File: src/rtl/rfs_pkg.sv
package rfs_pkg;
   // Status byte layout; the host decodes these positions.
   localparam int ST_RUNT  = 7;
   localparam int ST_MCAST = 6;
   localparam int ST_LATE  = 5;
   localparam int ST_LONG  = 4;
   localparam int ST_PHY   = 3;
   localparam int ST_ALIGN = 2;
   localparam int ST_CRC   = 1;
   localparam int ST_OVF   = 0;
   localparam int ST_W     = 8;

   // Order of condition pulses on the accumulator input vector.
   localparam int C_CRC  = 0;
   localparam int C_PHY  = 1;
   localparam int C_LATE = 2;
   localparam int C_OVF  = 3;
   localparam int N_COND = 4;
endpackage

File: src/rtl/rfs_byte_meter.sv
module rfs_byte_meter #(
   parameter int MIN_BYTES = 64,
   parameter int MAX_BYTES = 2048
) (
   input  logic clk,
   input  logic rst_n,
   input  logic sof_i,
   input  logic byte_vld_i,
   output logic short_o,
   output logic long_o
);
   localparam int LEN_W = $clog2(MAX_BYTES + 2);
   localparam logic [LEN_W-1:0] CAP = LEN_W'(MAX_BYTES + 1);
   localparam logic [LEN_W-1:0] LOW = LEN_W'(MIN_BYTES);
   localparam logic [LEN_W-1:0] HIGH = LEN_W'(MAX_BYTES);

   logic [LEN_W-1:0] len_q, base, len_nx;

   always_comb begin
      base   = sof_i ? '0 : len_q;
      len_nx = (byte_vld_i && (base != CAP)) ? base + 1'b1 : base;
   end

   always_ff @(posedge clk or negedge rst_n) begin
      if (!rst_n) len_q <= '0;
      else        len_q <= len_nx;
   end

   // Verdicts include the byte of the current cycle.
   assign short_o = (len_nx < LOW);
   assign long_o  = (len_nx > HIGH);
endmodule

File: src/rtl/rfs_flag_acc.sv
module rfs_flag_acc #(
   parameter int N_FLAG    = 4,
   parameter int MCAST_BIT = 0
) (
   input  logic              clk,
   input  logic              rst_n,
   input  logic              sof_i,
   input  logic              byte_vld_i,
   input  logic [7:0]        byte_i,
   input  logic [N_FLAG-1:0] pulse_i,
   output logic [N_FLAG-1:0] flag_o,
   output logic              mcast_o
);
   for (genvar g = 0; g < N_FLAG; g++) begin : g_flag
      logic seen_q, seen_now;
      assign seen_now = (sof_i ? 1'b0 : seen_q) | pulse_i[g];
      always_ff @(posedge clk or negedge rst_n) begin
         if (!rst_n) seen_q <= 1'b0;
         else        seen_q <= seen_now;
      end
      assign flag_o[g] = seen_now;
   end

   logic got_q, mc_q, got_b;
   assign got_b   = sof_i ? 1'b0 : got_q;
   assign mcast_o = got_b ? mc_q : (byte_vld_i & byte_i[MCAST_BIT]);

   always_ff @(posedge clk or negedge rst_n) begin
      if (!rst_n) begin
         got_q <= 1'b0;
         mc_q  <= 1'b0;
      end else begin
         got_q <= got_b | byte_vld_i;
         mc_q  <= mcast_o;
      end
   end
endmodule

File: src/rtl/rfs_ovf_stat.sv
module rfs_ovf_stat #(
   parameter int CNT_W = 7
) (
   input  logic           clk,
   input  logic           rst_n,
   input  logic           inc_i,
   input  logic           rd_i,
   output logic [CNT_W:0] stat_o
);
   logic [CNT_W-1:0] cnt_q, cnt_b, sum;
   logic             wrap_q, wrap_b, carry;

   always_comb begin
      cnt_b          = rd_i ? '0 : cnt_q;
      wrap_b         = rd_i ? 1'b0 : wrap_q;
      {carry, sum}   = {1'b0, cnt_b} + 1'b1;
   end

   always_ff @(posedge clk or negedge rst_n) begin
      if (!rst_n) begin
         cnt_q  <= '0;
         wrap_q <= 1'b0;
      end else if (inc_i) begin
         cnt_q  <= sum;
         wrap_q <= wrap_b | carry;
      end else begin
         cnt_q  <= cnt_b;
         wrap_q <= wrap_b;
      end
   end

   assign stat_o = {wrap_q, cnt_q};
endmodule

File: src/rtl/rx_frame_status.sv
module rx_frame_status #(
   parameter int MIN_BYTES = 64,
   parameter int MAX_BYTES = 2048,
   parameter int CNT_W     = 7,
   parameter int MCAST_BIT = 0
) (
   input  logic         clk,
   input  logic         rst_n,
   input  logic         sof_i,
   input  logic         byte_vld_i,
   input  logic [7:0]   byte_i,
   input  logic         eof_i,
   input  logic [2:0]   tail_bits_i,
   input  logic         crc_err_i,
   input  logic         phy_err_i,
   input  logic         late_col_i,
   input  logic         ovf_i,
   input  logic         cnt_rd_i,
   output logic [7:0]   status_o,
   output logic [CNT_W:0] cnt_o
);
   import rfs_pkg::*;

   if (MIN_BYTES < 1 || MIN_BYTES >= MAX_BYTES) begin : g_bad_len
      $error("rx_frame_status: MIN_BYTES must be in 1..MAX_BYTES-1");
   end
   if (CNT_W < 1) begin : g_bad_cnt
      $error("rx_frame_status: CNT_W must be at least 1");
   end
   if (MCAST_BIT < 0 || MCAST_BIT > 7) begin : g_bad_mc
      $error("rx_frame_status: MCAST_BIT out of byte range");
   end

   logic              short_w, long_w, mcast_w, done_w, active_q;
   logic [N_COND-1:0] pulses, flags;
   logic [ST_W-1:0]   status_q, status_nx;

   assign pulses[C_CRC]  = crc_err_i;
   assign pulses[C_PHY]  = phy_err_i;
   assign pulses[C_LATE] = late_col_i;
   assign pulses[C_OVF]  = ovf_i;

   rfs_byte_meter #(.MIN_BYTES(MIN_BYTES), .MAX_BYTES(MAX_BYTES)) u_meter (
      .clk(clk), .rst_n(rst_n), .sof_i(sof_i), .byte_vld_i(byte_vld_i),
      .short_o(short_w), .long_o(long_w));

   rfs_flag_acc #(.N_FLAG(N_COND), .MCAST_BIT(MCAST_BIT)) u_flags (
      .clk(clk), .rst_n(rst_n), .sof_i(sof_i), .byte_vld_i(byte_vld_i),
      .byte_i(byte_i), .pulse_i(pulses), .flag_o(flags), .mcast_o(mcast_w));

   assign done_w = eof_i & (active_q | sof_i);

   always_comb begin
      status_nx           = '0;
      status_nx[ST_RUNT]  = short_w;
      status_nx[ST_MCAST] = mcast_w;
      status_nx[ST_LATE]  = flags[C_LATE];
      status_nx[ST_LONG]  = long_w;
      status_nx[ST_PHY]   = flags[C_PHY];
      status_nx[ST_ALIGN] = |tail_bits_i;
      status_nx[ST_CRC]   = flags[C_CRC];
      status_nx[ST_OVF]   = flags[C_OVF];
   end

   always_ff @(posedge clk or negedge rst_n) begin
      if (!rst_n) begin
         active_q <= 1'b0;
         status_q <= '0;
      end else begin
         if (sof_i)       active_q <= ~eof_i;
         else if (eof_i)  active_q <= 1'b0;
         if (done_w)      status_q <= status_nx;
      end
   end

   assign status_o = status_q;

   rfs_ovf_stat #(.CNT_W(CNT_W)) u_stat (
      .clk(clk), .rst_n(rst_n), .inc_i(done_w & flags[C_OVF]),
      .rd_i(cnt_rd_i), .stat_o(cnt_o));
endmodule

File: config.mk
export PLATFORM = sky130hd
export DESIGN_NAME = rx_frame_status
export DESIGN_NICKNAME = d
export VERILOG_FILES = /design/src/rtl/rfs_pkg.sv /design/src/rtl/rfs_byte_meter.sv /design/src/rtl/rfs_flag_acc.sv /design/src/rtl/rfs_ovf_stat.sv /design/src/rtl/rx_frame_status.sv
export SDC_FILE = /design/constraint.sdc
export NUM_CORES = 1
export LEC_CHECK = 0
export ABC_CLOCK_PERIOD_IN_PS = 3800
export BUFFER_PORTS_ARGS = -buffer_cell sky130_fd_sc_hd__buf_2
export CORE_UTILIZATION = 54
export CTS_BUF_LIST = sky130_fd_sc_hd__clkbuf_4 sky130_fd_sc_hd__clkbuf_8 sky130_fd_sc_hd__clkbuf_16
export CTS_CLUSTER_DIAMETER = 40
export DETAILED_ROUTE_END_ITERATION = 10
export PLACE_DENSITY_LB_ADDON = 0.15
export SYNTH_ARGS = -nofsm -noshare
export SYNTH_HDL_FRONTEND = slang
export SYNTH_HIERARCHICAL = 1
export SYNTH_SLANG_ARGS = --single-unit
File: constraint.sdc
create_clock -name clk -period 3.8 [get_ports clk]
set_clock_uncertainty 0.2 [all_clocks]
set_input_delay 0.57 -clock clk [delete_from_list [all_inputs] [get_ports clk]]
set_output_delay 0.57 -clock clk [all_outputs]
set_load 0.01 [all_outputs]
[Word-level counts from Yosys, hierarchy flattened]
Cells that the tools add are included.
Storage, ports and cells
  output and inout bits: 16
  flip-flop bits (word level): 35
  word-level logic and storage cells: 44
Cells by class
  eq/ne operators: 1
  magnitude comparators: 2
  add/subtract/negate cells: 2
  bitwise operators: 11
  multiplexer cells: 14
  reduce and logical (&&, ||, !) cells: 3
Operator list (count)
  two-way mux 12 bit: 2
  two-way mux 7 bit: 2
  adder 12 x 1 -> 12 bit (second input constant): 1
  > comparator 12 bit (second input constant): 1
  less-than comparator 12 x 7 -> 1 bit (second input constant): 1
  != test 12 bit (second input constant): 1
  two-way mux 1 bit: 10
  adder 7 x 1 -> 8 bit (second input constant): 1
  OR 1 bit: 7
  AND 1 bit: 3
  OR reduction 3 bit: 1
  nonzero test 2 bit: 1
  logical AND 1 bit: 1
  NOT 1 bit: 1

[Longest topological paths before layout]
  depth after elaboration: 5
  gate-level depth with buffers: 11
  mapped depth without buffers: 9

[Hierarchy]
Netlist, hierarchy kept.
Modules (own cells, without submodules)
  rfs_byte_meter: cells each 95, area an instance 827.0 sq um, times used 1
  rfs_ovf_stat: cells each 37, area an instance 406.6 sq um, times used 1
  rx_frame_status: cells each 23, area an instance 352.8 sq um, times used 1
  rfs_flag_acc: cells each 20, area an instance 242.7 sq um, times used 1

[Worst setup path after synthesis]
Ideal clock, no wire load.
  path kind: input -> register
  start: input sof_i
  end: register status_q[4] (netlist: status_o[4])
  cell stages on the path: 11
  setup time: 0.125 ns
  arrival: 3.487 ns
  setup slack: -0.012 ns
  data required time: 3.475 ns
  path through: buf_2 -> buf_1 -> nor2b_1 -> ha_1 -> clkbuf_1 -> nand2_1 -> nor4_1 -> mux2_2 -> or4_4 -> o41a_1 -> mux2_2
Between the ends
  cells in the longest elaborated chain, start to end: 5
RTL lines
  from (decl): RTL line rx_frame_status.sv:9  | input logic sof_i,
  two-way mux 12 bit (*): RTL line rfs_byte_meter.sv:20  | base = sof_i ? '0 : len_q;
  parallel branches: the longest is 2 deep, another holds adder 12 x 1 -> 12 bit
  two-way mux 12 bit (*): RTL line rfs_byte_meter.sv:21  | len_nx = (byte_vld_i && (base != CAP)) ? base + 1'b1 : base;
  via u_meter.len_nx[10]: RTL line rfs_byte_meter.sv:17  | logic [LEN_W-1:0] len_q, base, len_nx;
  > comparator 12 bit (*): RTL line rfs_byte_meter.sv:31  | assign long_o = (len_nx > HIGH);
  via long_w: RTL line rx_frame_status.sv:34  | logic short_w, long_w, mcast_w, done_w, active_q;
  to (signal assigned): RTL line rx_frame_status.sv:72  | if (done_w) status_q <= status_nx;
  to (decl): RTL line rx_frame_status.sv:36  | logic [ST_W-1:0] status_q, status_nx;
Mark *: on every way through the listed nets, which the timed path passes.
A chain may end at the register's enable or synchronous reset.

[Worst setup path after layout]
  start: register u_meter.len_q[0]
  end: register status_q[4] (netlist: status_o[4])
Between the ends
  cells in the longest elaborated chain, start to end: 5
RTL lines
  from (decl): RTL line rfs_byte_meter.sv:17
  from (signal assigned): RTL line rfs_byte_meter.sv:26  | else len_q <= len_nx;
  two-way mux 12 bit (*): RTL line rfs_byte_meter.sv:20
  parallel branches: the longest is 2 deep, another holds adder 12 x 1 -> 12 bit
  two-way mux 12 bit (*): RTL line rfs_byte_meter.sv:21
  via u_meter.len_nx[10]: RTL line rfs_byte_meter.sv:17
  > comparator 12 bit (*): RTL line rfs_byte_meter.sv:31
  via long_w: RTL line rx_frame_status.sv:34
Marks and branches as above.

==> results.yml <==
status:
  status: "complete, no violations"
sta:
  fin_setup_tns_ns: 0
  max_freq_ghz: 0.302
  hold_viol_final: 0
  drv_slew: 0
  rsz0062_at_grt: "false"
  fin_crit_sh: 0.870
  setup_viol: 0
  slew_headroom: 0.500
  tightest_slew_ns: 0.750
  min_period_ns: 3.31
final_layout:
  final_cell_mix: "dfrtp_1, buf_2, nor2_1"
  nNetsFinal: 227
  antenna_cells: 0
  fin_area_um2: 2040
  drive_gt1_frac: 0.279
  layout_commonest_cell: "dfrtp_1"
  area_delta_synth_final_pct: 11.4
detailed_routing:
  drt_iter0_drc: 73
  drtAntennaViolNets: 0
  wl_per_cell_um: 13.2
  num_vias: 1369
  first_pass_iters: 4
  routed_wl_um: 3280
  drc: 0
  via_per_inst: 5.52
critical_path:
  cp_data_required_time_ns: 3.82
  endpoint_kind: "register"
  worst-r2r-setup-slack_ns: 0.49
  worstPathMaxFanout: 7
  cp-start-kind: "register"
  criticalPathCategory: "register to register"
  crit_arrival_ns: 3.32
global_routing:
  gr-usage-met3: 0.0498
  busiest_layer: "met2"
  antenna_found_initial: 0
  grt_max_degree: 36
  gr-usage-all-layers: 0.206
  grt_pass1_vias: 1247
  grt_util_met1: 0.286
  grtUsageMet2: 0.305
  grt_overflow: 0
  grt_pass1_wl_um: 5460
cts:
  cts.repair.resized: 0
  cts_buffers: 5
  clk-insertion-delay-late_ns: 0.32
  htree_levels: 2
  postCtsHoldBufs: 0
  root_buffer: "clkbuf_4"
  clk_pin_slew_worst_paths_ns: 0.11
  clock-sinks: 35
  post_cts_buffers: 0
  cts.path.max_buffers: 2
  cts_tree: "done"
power_and_ir_drop:
  powerDensity_nw_per_um2: 343
  ir_worst_vdd_mv: 0.254
  p_leak_nw: 0.917
logic_synthesis:
  async_reset_ff_frac: 1.00
  ys.flop_type: "dfrtp_1"
  synth-compound-area-share: 0.128
  synthSimpleGateAreaFrac: 0.207
  seq_area_frac_synth: 0.479
  synth_fp_nets: 199
  muxShareOfSynthArea: 0.0616
  avgSynthCellArea_um2: 10.5
  yosys_warnings: 6
  synthAdderAreaFrac: 0.0205
  ys_ff_latch: 35
  synth_xor_area_frac: 0.0527
  ys_types: 47
  synth_top_family_by_area: "simple AND/OR/NAND/NOR gates"
  syn_area_um2: 1830
  synth_cells: 175
  synth-edff-count: 0
floorplan:
  die_w_um: 60.2
  start_util: 0.585
  rows: 20
  dieArea_um2: 3620
  pin_count: 37
  core_area_um2: 3130
  die_h_um: 60.2
placement:
  gp_congestion: 0.792
  placed_area_um2: 1980
  port_buffers: 29
  hpwl_um: 2350
flow_run:
  cap_violations: 0
hold_path:
  hold_class: "input pin to async pin"
## where the power goes
group,switching [mW],internal (mW)
Combinational,0.0495,0.0410
Clock,0.123,0.0786
Sequential,0.0153,0.393
Total,0.188,0.512
## cells in the mapped netlist, types with 2 or more instances
library cell  count  area, µm²
and2_1            2       12.5
clkbuf_1          2       7.51
xnor2_1           6       52.6
nor3_1            2       10.0
nor4_1            5       31.3
dfrtp_1          35        876
nand2_1          10       37.5
inv_1             6       22.5
buf_4             6       45.0
nand4_1           5       31.3
nor2b_1           5       31.3
nand2b_1          2       12.5
a21oi_1           7       35.0
or3_1             5       31.3
nand3_1           4       20.0
ha_1              3       37.5
xor2_1            5       43.8
mux2_2           10        113
nor2_1           16       60.1
o21ai_0           8       40.0
a31oi_1           2       12.5
a21o_1            4       30.0
## worst max-delay path, cell delays in order (launching register included)
cell and delay (ns):
dfrtp_1 0.46, nor2b_1 0.28, ha_1 0.22, nand2_1 0.11, nor4_1 0.32, mux2_2 0.39, or4_4 0.54, o41a_1 0.42
mux2_2 0.26
## path summary, 6_finish.rpt
path / from / cells after the start / end
setup / recovery: u_meter/len_q[0] / 8 / status_o[4]
hold / removal: rst_n / 1 / u_meter/len_q[3]
setup reg to reg: u_meter/len_q[0] / 8 / status_o[4]
hold reg to reg: u_flags/g_flag[2].seen_q / 1 / u_flags/g_flag[2].seen_q
max in group asynchronous: rst_n / 1 / u_flags/mc_q
min in group clk: late_col_i / 2 / u_flags/g_flag[2].seen_q
## metal layers
layer,share of wire,up-vias
li1,-,672
met1,0.48,661
met2,0.47,34
met3,0.044,2
met4,0.0058,0
met5,0,-
## stage by stage
stage                      util  total power, mW  hold slack [ns]  worst slack (ns)  cells
after floorplan               -            0.472           0.0744            0.0946    175
after global placement    0.633            0.504            0.252             0.319    240
after detailed placement  0.633            0.507            0.259             0.241    240
after CTS                 0.651            0.714            0.117             0.482    248
after global routing      0.651            0.739            0.138             0.373    248
final                     0.651            0.700           0.0962             0.494    248
## registers in the layout, summed over array words and instances (netlist names)
register / flops
u_flags/g_flag.seen_q: 4
u_meter/len_q: 12
u_flags/got_q: 1
u_stat/wrap_q: 1
u_flags/mc_q: 1
u_stat/cnt_q: 7
status_o: 8
active_q: 1
## area by class of cell
type | count | area [µm²]
multi-input cells | 123 | 858
inverters | 6 | 22.5
clock inverters | 2 | 12.5
flip-flops and latches | 35 | 876
well taps | 44 | 55.1
fillers | 252 | 1090
clock buffers | 6 | 45.0
repair buffers | 32 | 168
## cells by family after synthesis
logic type                 count (synthesis)
and+or+nand+nor                           67
DFF                                       35
AOI/OAI and AO/OA                         32
buffers and inverters                     17
xor gates and xnor gates                  11
muxes                                     10
adders and majority gates                  3
Power figures use the tool's default switching activity.
